### config.mk
export PLATFORM = sky130hd
export DESIGN_NAME = fifo_irq_regs
export DESIGN_NICKNAME = d
export VERILOG_FILES = /design/src/rtl/fifo_irq_pkg.sv /design/src/rtl/word_fifo.sv /design/src/rtl/irq_unit.sv /design/src/rtl/fifo_irq_regs.sv
export SDC_FILE = /design/constraint.sdc
export NUM_CORES = 1
export LEC_CHECK = 0
export BUFFER_PORTS_ARGS = -buffer_cell sky130_fd_sc_hd__buf_2
export CAP_MARGIN = 20
export CORE_ASPECT_RATIO = 1.2
export CORE_UTILIZATION = 65
export CTS_CLUSTER_DIAMETER = 80
export CTS_CLUSTER_SIZE = 28
export DETAILED_ROUTE_END_ITERATION = 6
export HOLD_SLACK_MARGIN = 0.15
export PLACE_DENSITY = 0.81
export SYNTH_ARGS = -nofsm -noshare
export SYNTH_HDL_FRONTEND = slang
export SYNTH_HIERARCHICAL = 1
export SYNTH_SLANG_ARGS = --single-unit
export TNS_END_PERCENT = 50
### constraint.sdc
create_clock -name clk_i -period 9.1 [get_ports clk_i]
set_input_delay 0.91 -clock clk_i [delete_from_list [all_inputs] [get_ports clk_i]]
set_output_delay 0.91 -clock clk_i [all_outputs]
set_load 0.01 [all_outputs]
### src/rtl/fifo_irq_pkg.sv
package fifo_irq_pkg;
  localparam int unsigned WORD_W      = 32;
  localparam int unsigned IRQ_N       = 8;
  localparam int unsigned TRIG_W      = 3;
  localparam int unsigned RX_TRIG_LSB = 2;
  localparam int unsigned TX_TRIG_LSB = 5;
  localparam int unsigned FL_RX_BIT   = 0;
  localparam int unsigned FL_TX_BIT   = 1;

  typedef enum logic [2:0] {
    RA_CTRL = 3'd0,
    RA_STAT = 3'd1,
    RA_MASK = 3'd2,
    RA_ISTS = 3'd3,
    RA_TXD  = 3'd4,
    RA_RXD  = 3'd5
  } reg_addr_e;

  localparam int unsigned IB_RX_REQ  = 0;
  localparam int unsigned IB_TX_REQ  = 1;
  localparam int unsigned IB_ARB     = 2;
  localparam int unsigned IB_NACK    = 3;
  localparam int unsigned IB_RX_UNF  = 4;
  localparam int unsigned IB_TX_OVF  = 5;
  localparam int unsigned IB_ALL_END = 6;
  localparam int unsigned IB_PKT_END = 7;
endpackage

### src/rtl/word_fifo.sv
module word_fifo #(
  parameter int unsigned W     = 32,
  parameter int unsigned DEPTH = 8,
  localparam int unsigned PTR_W = (DEPTH > 1) ? $clog2(DEPTH) : 1,
  localparam int unsigned CNT_W = $clog2(DEPTH + 1)
) (
  input  logic             clk_i,
  input  logic             rst_ni,
  input  logic             flush_i,
  input  logic             push_i,
  input  logic [W-1:0]     wdata_i,
  input  logic             pop_i,
  output logic [W-1:0]     rdata_o,
  output logic [CNT_W-1:0] count_o,
  output logic             full_o,
  output logic             empty_o
);
  logic [W-1:0]     mem_q [DEPTH];
  logic [PTR_W-1:0] wr_ptr_q, rd_ptr_q;
  logic [CNT_W-1:0] cnt_q;

  function automatic logic [PTR_W-1:0] ptr_inc(logic [PTR_W-1:0] p);
    return (p == PTR_W'(DEPTH - 1)) ? '0 : p + 1'b1;
  endfunction

  always_ff @(posedge clk_i) begin
    if (push_i && !flush_i) mem_q[wr_ptr_q] <= wdata_i;
  end

  always_ff @(posedge clk_i or negedge rst_ni) begin
    if (!rst_ni) begin
      wr_ptr_q <= '0;
      rd_ptr_q <= '0;
      cnt_q    <= '0;
    end else if (flush_i) begin
      wr_ptr_q <= '0;
      rd_ptr_q <= '0;
      cnt_q    <= '0;
    end else begin
      if (push_i) wr_ptr_q <= ptr_inc(wr_ptr_q);
      if (pop_i)  rd_ptr_q <= ptr_inc(rd_ptr_q);
      case ({push_i, pop_i})
        2'b10:   cnt_q <= cnt_q + 1'b1;
        2'b01:   cnt_q <= cnt_q - 1'b1;
        default: cnt_q <= cnt_q;
      endcase
    end
  end

  assign rdata_o = mem_q[rd_ptr_q];
  assign count_o = cnt_q;
  assign full_o  = (cnt_q == CNT_W'(DEPTH));
  assign empty_o = (cnt_q == '0);

  assert_push_has_room_R2: assert property (@(posedge clk_i) disable iff (!rst_ni)
    push_i |-> !full_o);
  assert_pop_has_data_R3: assert property (@(posedge clk_i) disable iff (!rst_ni)
    pop_i |-> !empty_o);
  assert_fill_bound_R4: assert property (@(posedge clk_i) disable iff (!rst_ni)
    cnt_q <= CNT_W'(DEPTH));
  assert_flush_empties_R5: assert property (@(posedge clk_i) disable iff (!rst_ni)
    flush_i |=> empty_o);
endmodule

### src/rtl/irq_unit.sv
module irq_unit #(
  parameter int unsigned N = 8
) (
  input  logic         clk_i,
  input  logic         rst_ni,
  input  logic [N-1:0] set_i,
  input  logic         mask_we_i,
  input  logic         clr_we_i,
  input  logic [N-1:0] wdata_i,
  output logic [N-1:0] mask_o,
  output logic [N-1:0] status_o,
  output logic         irq_o
);
  logic [N-1:0] mask_q, sts_q;

  always_ff @(posedge clk_i or negedge rst_ni) begin
    if (!rst_ni) begin
      mask_q <= '0;
      sts_q  <= '0;
    end else begin
      if (mask_we_i) mask_q <= wdata_i;
      // set wins over a same-cycle clear
      sts_q <= (sts_q & ~(clr_we_i ? wdata_i : '0)) | set_i;
    end
  end

  assign mask_o   = mask_q;
  assign status_o = sts_q;
  assign irq_o    = |(sts_q & mask_q);

  assert_clear_per_bit_R11: assert property (@(posedge clk_i) disable iff (!rst_ni)
    clr_we_i |=> ((sts_q & $past(wdata_i & ~set_i)) == '0));
  assert_set_sticks_R10: assert property (@(posedge clk_i) disable iff (!rst_ni)
    (|set_i) |=> ((sts_q & $past(set_i)) == $past(set_i)));
  assert_unmasked_quiet_R12: assert property (@(posedge clk_i) disable iff (!rst_ni)
    (mask_q == '0) |-> !irq_o);
endmodule

### src/rtl/fifo_irq_regs.sv
module fifo_irq_regs
  import fifo_irq_pkg::*;
#(
  parameter int unsigned DEPTH = 8,
  localparam int unsigned CNT_W = $clog2(DEPTH + 1)
) (
  input  logic        clk_i,
  input  logic        rst_ni,
  input  logic [2:0]  reg_addr_i,
  input  logic        reg_wr_i,
  input  logic        reg_rd_i,
  input  logic [31:0] reg_wdata_i,
  output logic [31:0] reg_rdata_o,
  output logic [31:0] tx_word_o,
  output logic        tx_valid_o,
  input  logic        tx_ready_i,
  input  logic [31:0] rx_word_i,
  input  logic        rx_valid_i,
  output logic        rx_ready_o,
  input  logic        ev_arb_lost_i,
  input  logic        ev_no_ack_i,
  input  logic        ev_all_done_i,
  input  logic        ev_pkt_done_i,
  output logic        irq_o
);
  logic ctrl_we, mask_we, clr_we, tx_wr, rx_rd;
  logic tx_fl_q, rx_fl_q;
  logic [TRIG_W-1:0] tx_trig_q, rx_trig_q;
  logic tx_push, tx_pop, rx_push, rx_pop;
  logic tx_full, tx_empty, rx_full, rx_empty;
  logic [CNT_W-1:0] tx_cnt, rx_cnt, tx_free;
  logic [WORD_W-1:0] rx_head;
  logic tx_req, rx_req;
  logic [IRQ_N-1:0] irq_set, irq_mask, irq_sts;

  assign ctrl_we = reg_wr_i && (reg_addr_i == RA_CTRL);
  assign mask_we = reg_wr_i && (reg_addr_i == RA_MASK);
  assign clr_we  = reg_wr_i && (reg_addr_i == RA_ISTS);
  assign tx_wr   = reg_wr_i && (reg_addr_i == RA_TXD);
  assign rx_rd   = reg_rd_i && (reg_addr_i == RA_RXD);

  always_ff @(posedge clk_i or negedge rst_ni) begin
    if (!rst_ni) begin
      tx_fl_q   <= 1'b0;
      rx_fl_q   <= 1'b0;
      tx_trig_q <= '0;
      rx_trig_q <= '0;
    end else begin
      // a flush bit holds until its FIFO reads empty
      tx_fl_q <= (ctrl_we && reg_wdata_i[FL_TX_BIT]) || (tx_fl_q && !tx_empty);
      rx_fl_q <= (ctrl_we && reg_wdata_i[FL_RX_BIT]) || (rx_fl_q && !rx_empty);
      if (ctrl_we) begin
        tx_trig_q <= reg_wdata_i[TX_TRIG_LSB +: TRIG_W];
        rx_trig_q <= reg_wdata_i[RX_TRIG_LSB +: TRIG_W];
      end
    end
  end

  assign tx_push    = tx_wr && !tx_full;
  assign tx_valid_o = !tx_empty && !tx_fl_q;
  assign tx_pop     = tx_valid_o && tx_ready_i;
  assign rx_ready_o = !rx_full && !rx_fl_q;
  assign rx_push    = rx_valid_i && rx_ready_o;
  assign rx_pop     = rx_rd && !rx_empty;

  word_fifo #(.W(WORD_W), .DEPTH(DEPTH)) u_tx_fifo (
    .clk_i, .rst_ni, .flush_i(tx_fl_q),
    .push_i(tx_push), .wdata_i(reg_wdata_i),
    .pop_i(tx_pop), .rdata_o(tx_word_o),
    .count_o(tx_cnt), .full_o(tx_full), .empty_o(tx_empty));

  word_fifo #(.W(WORD_W), .DEPTH(DEPTH)) u_rx_fifo (
    .clk_i, .rst_ni, .flush_i(rx_fl_q),
    .push_i(rx_push), .wdata_i(rx_word_i),
    .pop_i(rx_pop), .rdata_o(rx_head),
    .count_o(rx_cnt), .full_o(rx_full), .empty_o(rx_empty));

  assign tx_free = CNT_W'(DEPTH) - tx_cnt;
  assign tx_req  = 32'(tx_free) >= 32'(tx_trig_q);
  assign rx_req  = 32'(rx_cnt) > 32'(rx_trig_q);

  always_comb begin
    irq_set             = '0;
    irq_set[IB_RX_REQ]  = rx_req;
    irq_set[IB_TX_REQ]  = tx_req;
    irq_set[IB_ARB]     = ev_arb_lost_i;
    irq_set[IB_NACK]    = ev_no_ack_i;
    irq_set[IB_RX_UNF]  = rx_rd && rx_empty;
    irq_set[IB_TX_OVF]  = tx_wr && tx_full;
    irq_set[IB_ALL_END] = ev_all_done_i;
    irq_set[IB_PKT_END] = ev_pkt_done_i;
  end

  irq_unit #(.N(IRQ_N)) u_irq (
    .clk_i, .rst_ni, .set_i(irq_set),
    .mask_we_i(mask_we), .clr_we_i(clr_we), .wdata_i(reg_wdata_i[IRQ_N-1:0]),
    .mask_o(irq_mask), .status_o(irq_sts), .irq_o);

  always_comb begin
    reg_rdata_o = '0;
    case (reg_addr_i)
      RA_CTRL: begin
        reg_rdata_o[FL_RX_BIT] = rx_fl_q;
        reg_rdata_o[FL_TX_BIT] = tx_fl_q;
        reg_rdata_o[RX_TRIG_LSB +: TRIG_W] = rx_trig_q;
        reg_rdata_o[TX_TRIG_LSB +: TRIG_W] = tx_trig_q;
      end
      RA_STAT: reg_rdata_o = 32'({tx_free, rx_cnt});
      RA_MASK: reg_rdata_o = 32'(irq_mask);
      RA_ISTS: reg_rdata_o = 32'(irq_sts);
      RA_RXD:  reg_rdata_o = rx_empty ? '0 : rx_head;
      default: reg_rdata_o = '0;
    endcase
  end

  assert_flush_self_clears_R5: assert property (@(posedge clk_i) disable iff (!rst_ni)
    (tx_fl_q && tx_empty && !(ctrl_we && reg_wdata_i[FL_TX_BIT])) |=> !tx_fl_q);
  assert_no_overflow_R6: assert property (@(posedge clk_i) disable iff (!rst_ni)
    (tx_wr && tx_full) |=> (irq_sts[IB_TX_OVF] && $stable(tx_cnt) || $past(tx_pop) || $past(tx_fl_q)));
  assert_underflow_flag_R7: assert property (@(posedge clk_i) disable iff (!rst_ni)
    (rx_rd && rx_empty) |=> irq_sts[IB_RX_UNF]);
  assert_rx_hold_when_full_R3: assert property (@(posedge clk_i) disable iff (!rst_ni)
    rx_full |-> !rx_ready_o);
endmodule

# Word level (Yosys, flattened, before mapping)
# Memories as Yosys holds them, arrays and structs flattened.
# Cells that the tools add are included.
# W data, S select, Z words.
word_totals:
  regBits: 44
  ramBits: 512
  out_inout_bits: 67
  word_cells: 105
  memories: 2
memory_table:
  columns: ["name", "depth", "width", "rd", "rd_ports_with_merged_regs", "wr", "line_no", "text"]
  rows:
  - ["u_rx_fifo.mem_q", 8, 32, 1, 0, 1, "word_fifo.sv:18", "logic [W-1:0] mem_q [DEPTH];"]
  - ["u_tx_fifo.mem_q", 8, 32, 1, 0, 1, "word_fifo.sv:18", null]
op_classes:
  add_sub_neg: 9
  magnitude_cmp: 2
  eq_ne: 15
  n_mux: 24
  bitwise: 4
  reduce_logical: 37
op_table:
  columns: ["cell", "n"]
  rows:
  - ["$pmux W8 S5", 1]
  - ["$mux W3", 12]
  - ["$mux W32", 1]
  - ["$mux W24", 1]
  - ["$logic_and A1 B1 Y1", 19]
  - ["$eq A3 B3 Y1 const B", 6]
  - ["$and A8 B8 Y8", 2]
  - ["$pmux W4 S2", 2]
  - ["$add A3 B1 Y3 const B", 4]
  - ["$add A4 B1 Y4 const B", 2]
  - ["$eq A4 B4 Y1 const B", 2]
  - ["$logic_not A4 Y1", 2]
  - ["$mux W4", 2]
  - ["$mux W8", 1]
  - ["$not A8 Y8", 1]
  - ["$or A8 B8 Y8", 1]
  - ["$reduce_bool A2 Y1", 4]
  - ["$reduce_or A8 Y1", 1]
  - ["$sub A4 B1 Y4 const B", 2]
  - ["$eq A3 B2 Y1 const B", 2]
  - ["$logic_not A1 Y1", 6]
  - ["$reduce_bool A3 Y1", 2]
  - ["$eq A2 B1 Y1 const B", 2]
  - ["$eq A2 B2 Y1 const B", 2]
  - ["7 further kinds", 11]

# Depth between registers and ports, before layout
logic_depth:
  depth_word: 7
  ltp_mapped: 11
  depth_no_buf: 10

# Modules after synthesis
# Netlist, hierarchy kept.
by_module_without_submodules:
  columns: ["mod", "instances", "cells_each", "area_each_um2"]
  rows:
  - ["word_fifo (u_rx_fifo)", 1, 446, 10274.9]
  - ["word_fifo (u_tx_fifo)", 1, 442, 10254.8]
  - ["fifo_irq_regs", 1, 132, 1076.0]
  - ["irq_unit", 1, 47, 663.1]

# Least setup slack after synthesis
# No wires, ideal clock.
synth_timing:
  path_type: "input to register"
  from: "input rx_valid_i"
  to: "memory u_rx_fifo.mem_q[4][0] (enable)"
  arrival_ps: 4609
  slack_ps: 3989
  stages: 4
  path_buffers: 1
  cell_sequence: "and2_1 > clkbuf_1 > nand2_1 > nor4_1"
synth_via:
  elab_chain_len: 4
synth_lines:
  columns: ["item", "line_no", "text"]
  rows:
  - ["start: declaration", "fifo_irq_regs.sv:18", "input logic rx_valid_i,"]
  - ["$logic_and A1 B1 Y1", "fifo_irq_regs.sv:63", "assign rx_push = rx_valid_i && rx_ready_o;"]
  - ["$logic_and A1 B1 Y1", "word_fifo.sv:27", "if (push_i && !flush_i) mem_q[wr_ptr_q] <= wdata_i;"]
  - ["$mux W1", "word_fifo.sv:27", null]
  - ["$mux W1 (implied by the code)", "word_fifo.sv:27", null]
  - ["end: declaration", "word_fifo.sv:18", null]
# Every way passes these cells.

# Worst setup path after layout
layout_timing:
  from: "register u_rx_fifo.rd_ptr_q[0]"
  to: "output reg_rdata_o[7]"
layout_via:
  elab_chain_len: 3
layout_lines:
  columns: ["item", "line_no", "text"]
  rows:
  - ["start: declaration", "word_fifo.sv:19", "logic [PTR_W-1:0] wr_ptr_q, rd_ptr_q;"]
  - ["start signal: assignment", "word_fifo.sv:41", "if (pop_i) rd_ptr_q <= ptr_inc(rd_ptr_q);"]
  - ["$mem_v2 Z8 W32", null, null]
  - ["via rx_head[7]", "fifo_irq_regs.sv:32", "logic [WORD_W-1:0] rx_head;"]
  - ["$mux W32", "fifo_irq_regs.sv:111", "RA_RXD: reg_rdata_o = rx_empty ? '0 : rx_head;"]
  - ["$pmux W8 S5", "fifo_irq_regs.sv:101", "case (reg_addr_i)"]
  - ["end: declaration", "fifo_irq_regs.sv:13", "output logic [31:0] reg_rdata_o,"]
# The timed path passes the listed nets, and every way through them passes these cells.

==> impl_summary.log <==
[metrics] met2 routing resource usage after global routing: 0.428
[metrics] most used routing layer: met2
[metrics] Syn Std Cell Area: 22,300 µm²
[metrics] final cell utilization of the core: 0.726
[metrics] endpoint required time on the critical path: ~8000 ps
[metrics] startpoint types: flop
[metrics] post-synthesis average cell area: approximately 21 µm²
[metrics] Die H: 205 µm
[metrics] deepest clock path buffer count: 3
[metrics] count of unresolved DRC violations after routing: 0
[metrics] number of nets still failing antenna checks after routing: 0
[metrics] Commonest cells post-synth: 512 x edfxtp_1, 133 x mux4_2, 67 x mux2_2, 44 x dfrtp_1, 34 x nor2_1
[metrics] GR met3 Demand/Resource: 0.0390
[metrics] grt ovf: 0
[metrics] largest fanout on the critical path: 46
[metrics] H-tree level count: 1
[metrics] cell internal power dissipation: between 4 and 5 mW
[metrics] 1st-pass router iterations: 5
[metrics] Synth cell types: 51
[metrics] sequential area share after synthesis: 0.740
[metrics] Synth async-reset ratio: 0.0791
[metrics] number of hold-slack violations in the final timing report: 0
[metrics] final wirelength: around 41 mm
[metrics] wire length per cell after detailed routing: 24.3 µm
[metrics] leakage power summed over all cells: 7.98 nW
[metrics] count leader, synth: edfxtp_1
[metrics] area share of the largest cell type after synthesis: 0.690
[metrics] largest net degree at the start of global routing: 67
[metrics] YS warnings: 6
[metrics] clock edge transition at the registers on the reported setup and hold paths: 110 ps
[metrics] PostCTS Resize Cnt: 0
[metrics] CTS Hold Bufs: 0
[metrics] synthesized netlist net count: 1,161
[metrics] area taken by flip-flops and latches: approximately 16,000 µm²
[metrics] max_slew headroom: 0.262
[metrics] Num CTS Buffers: 23
[metrics] Vias: around 10,000
[metrics] initial core utilization: 0.666
[metrics] worst-case vdd ir drop: approximately 0.22 mV
[metrics] worst skew pair latency: between 500 and 600 ps
[metrics] Logic pwr share: 0.281
[metrics] number of flops mapped to enable cells by yosys: 512
[metrics] delay of the slowest cell on the worst path: roughly 770 ps
[metrics] Period minus WS final: 4300 ps
[metrics] MaxCap Viol Count: 0
[metrics] Routability Congestion: 0.834
[metrics] Max Transition Viols Final: 0
[metrics] fraction of met1 tracks used by global routing: 0.303
[metrics] master of the slowest instance on the critical path: buf_4
[metrics] FF-to-FF setup slack: 5370 ps
[metrics] Total Nets Final: around 1,300
[metrics] number of buffers added on ports: 143
[metrics] fraction of power spent switching nets: 0.283
[metrics] crit path cell chain: buf_4, mux4_2, mux2_2, a32oi_1, o21ai_0, buf_2
[metrics] commonest register cell after synthesis: edfxtp_1
[metrics] global-route wire length before repair: 61.6 mm
[metrics] FF-to-FF path depth: 5
[metrics] root buffer selected by CTS: clkbuf_16
[metrics] area of the multi-input gates: 5520 µm²
[metrics] leading post-synthesis cells by cell area: edfxtp_1 69%, mux4_2 13%, dfrtp_1 4.9%
[metrics] slew at the pin closest to its max-slew limit: between 1000 and 1500 ps
[metrics] Cell Pwr Density: between 200 and 300 nW/µm²
[metrics] critical path arrival: 3390 ps
[metrics] worst-case clock skew: 24.2 ps
[metrics] switching power summed over all nets: approximately 1.8 mW
[metrics] Area Growth Syn to Fin: 8.99%
[metrics] row cnt: 73
[metrics] Reg-to-Reg End: u_rx_fifo/mem_q[0][3]
[metrics] beginning of the critical path: u_rx_fifo/rd_ptr_q[0]
[metrics] total die area: 35,000 µm²
[metrics] setup repair bufs after CTS: 0
[metrics] CP Capture Type: output port
[metrics] top achievable clock speed: 232 MHz
[metrics] All-Layer GR Usage: 0.238
[metrics] via count normalized by instance count: approximately 6.3
[metrics] number of setup violations in the final report: 0
[metrics] number of I/O pins: between 100 and 150
[metrics] number of flip-flops and latches in the synthesized netlist: 556
[metrics] horizontal die dimension: 171 µm
[metrics] estimated wirelength of the detail-placed design: 23.9 mm
[metrics] Yosys top cell by area: edfxtp_1
[metrics] number of global-route vias before repair: 10,900
[metrics] antenna violations before repair: 5
[metrics] power share of the clock group: 0.198
[metrics] Worst Hold Class: in2async
[metrics] Post-Synthesis Cells: around 1,100
[metrics] violation count after the first detailed-route iteration: approximately 820
[metrics] status: completed
[metrics] Critical R2R Launch: rx_fl_q
[metrics] Fillers: 1,968
[metrics] power share of the sequential group: 0.521
[metrics] Final Hold Slack: 166 ps
[metrics] RSZ-0062 raised after global routing: no
[metrics] Sum Neg Setup Slack: 0 ps
[metrics] final clock period utilization by the worst path: 0.473
[metrics] worst setup path category: reg2out
[metrics] floorplan core area: 33,400 µm²
[metrics] timing endpoint of the critical path: reg_rdata_o[7]
[metrics] TritonCTS Sinks: 556
[metrics] share of post-route cells with drive strength above 1: 0.349
[metrics] clock tree from TritonCTS: done
## critical path, delay by kind of cell (launching register included)
kind,cells,cell delay (ps)
buffers and inverters,2,940
AOI/OAI and AO/OA,2,240
muxes,2,890
DFF,1,710
## area by class of cell
cell class                 count  area share
clock inverter                 2     0.00160
timing repair buffer         167      0.0390
tap                          450      0.0232
antenna                        2    0.000206
inverter                      20     0.00309
clock buffer                  40      0.0263
multi-input combinational    437       0.227
sequential                   556       0.679
## how the worst min path moves through the flow
stage | end | slack [ps] | cells past startpoint
after floorplan | u_irq/status_o[3] | 460 | 1
after global placement | u_irq/status_o[0] | 490 | 1
after detailed placement | u_irq/status_o[7] | 490 | 1
after CTS | u_irq/status_o[7] | 500 | 2
after global routing | u_irq/mask_o[3] | 150 | 1
final | u_irq/mask_o[3] | 170 | 1
## logic make-up after synthesis
kind of cell / count (synthesis) / synth area share
adders and majority gates: 17 / 0.00955
buffers and inverters: 74 / 0.0174
AOI/OAI and AO/OA: 47 / 0.0145
muxes: 220 / 0.180
DFF: 556 / 0.740
and+or+nand+nor: 141 / 0.0340
xor gates and xnor gates: 12 / 0.00472
## layout by cell type (no fill, tap or decap), types with 4 or more instances in the layout
cell type / count
ha_1: 17
dfrtp_1: 39
buf_4: 20
edfxtp_1: 512
inv_1: 19
buf_12: 4
nor3_1: 5
buf_2: 143
nor2_1: 25
nor2_4: 9
mux2i_1: 10
o21ai_0: 15
nand2b_1: 10
clkbuf_16: 23
clkbuf_1: 17
nor2b_1: 4
nor3_2: 7
mux2_2: 67
nand3_1: 4
nand2_1: 28
mux4_2: 133
a22oi_1: 5
a21o_1: 10
xnor2_1: 5
and2_1: 29
mux2_4: 8
xor2_1: 7
## routing by layer
metal	vias up	routed length (µm)
met3	57	2590
met5	-	27
met1	5469	15500
li1	4591	-
met4	4	800
met2	370	21800
## registers in the layout, indices dropped and copies added, names as in the netlist
name,cells
u_rx_fifo/mem_q,256
u_tx_fifo/mem_q,256
u_irq/mask_o,8
u_irq/status_o,8
u_rx_fifo/count_o,4
u_tx_fifo/count_o,4
rx_trig_q,3
tx_trig_q,3
u_rx_fifo/rd_ptr_q,3
u_rx_fifo/wr_ptr_q,3
u_tx_fifo/rd_ptr_q,3
u_tx_fifo/wr_ptr_q,3
rx_fl_q,1
tx_fl_q,1
## through the flow
step / worst slack (ps) / power [mW] / area (µm²) / instances
2_1_floorplan: 3990 / 4.56 / 22300 / 1067
3_3_place_gp: 4950 / 4.99 / 23500 / 1626
3_5_place_dp: 4880 / 5.05 / 23500 / 1628
4_1_cts: 4690 / 6.26 / 24200 / 1670
5_1_grt: 4470 / 6.48 / 24300 / 1673
6_report: 4800 / 6.21 / 24300 / 1674
## power groups by stage
stage / Clock [mW] / Sequential (mW) / Combinational, mW
2_1_floorplan: 0 / 3.15 / 1.41
3_3_place_gp: 0 / 3.28 / 1.71
3_5_place_dp: 0 / 3.30 / 1.75
4_1_cts: 1.25 / 3.24 / 1.77
5_1_grt: 1.32 / 3.27 / 1.89
6_report: 1.23 / 3.24 / 1.74
No activity file was read; power rests on OpenSTA's default activity.
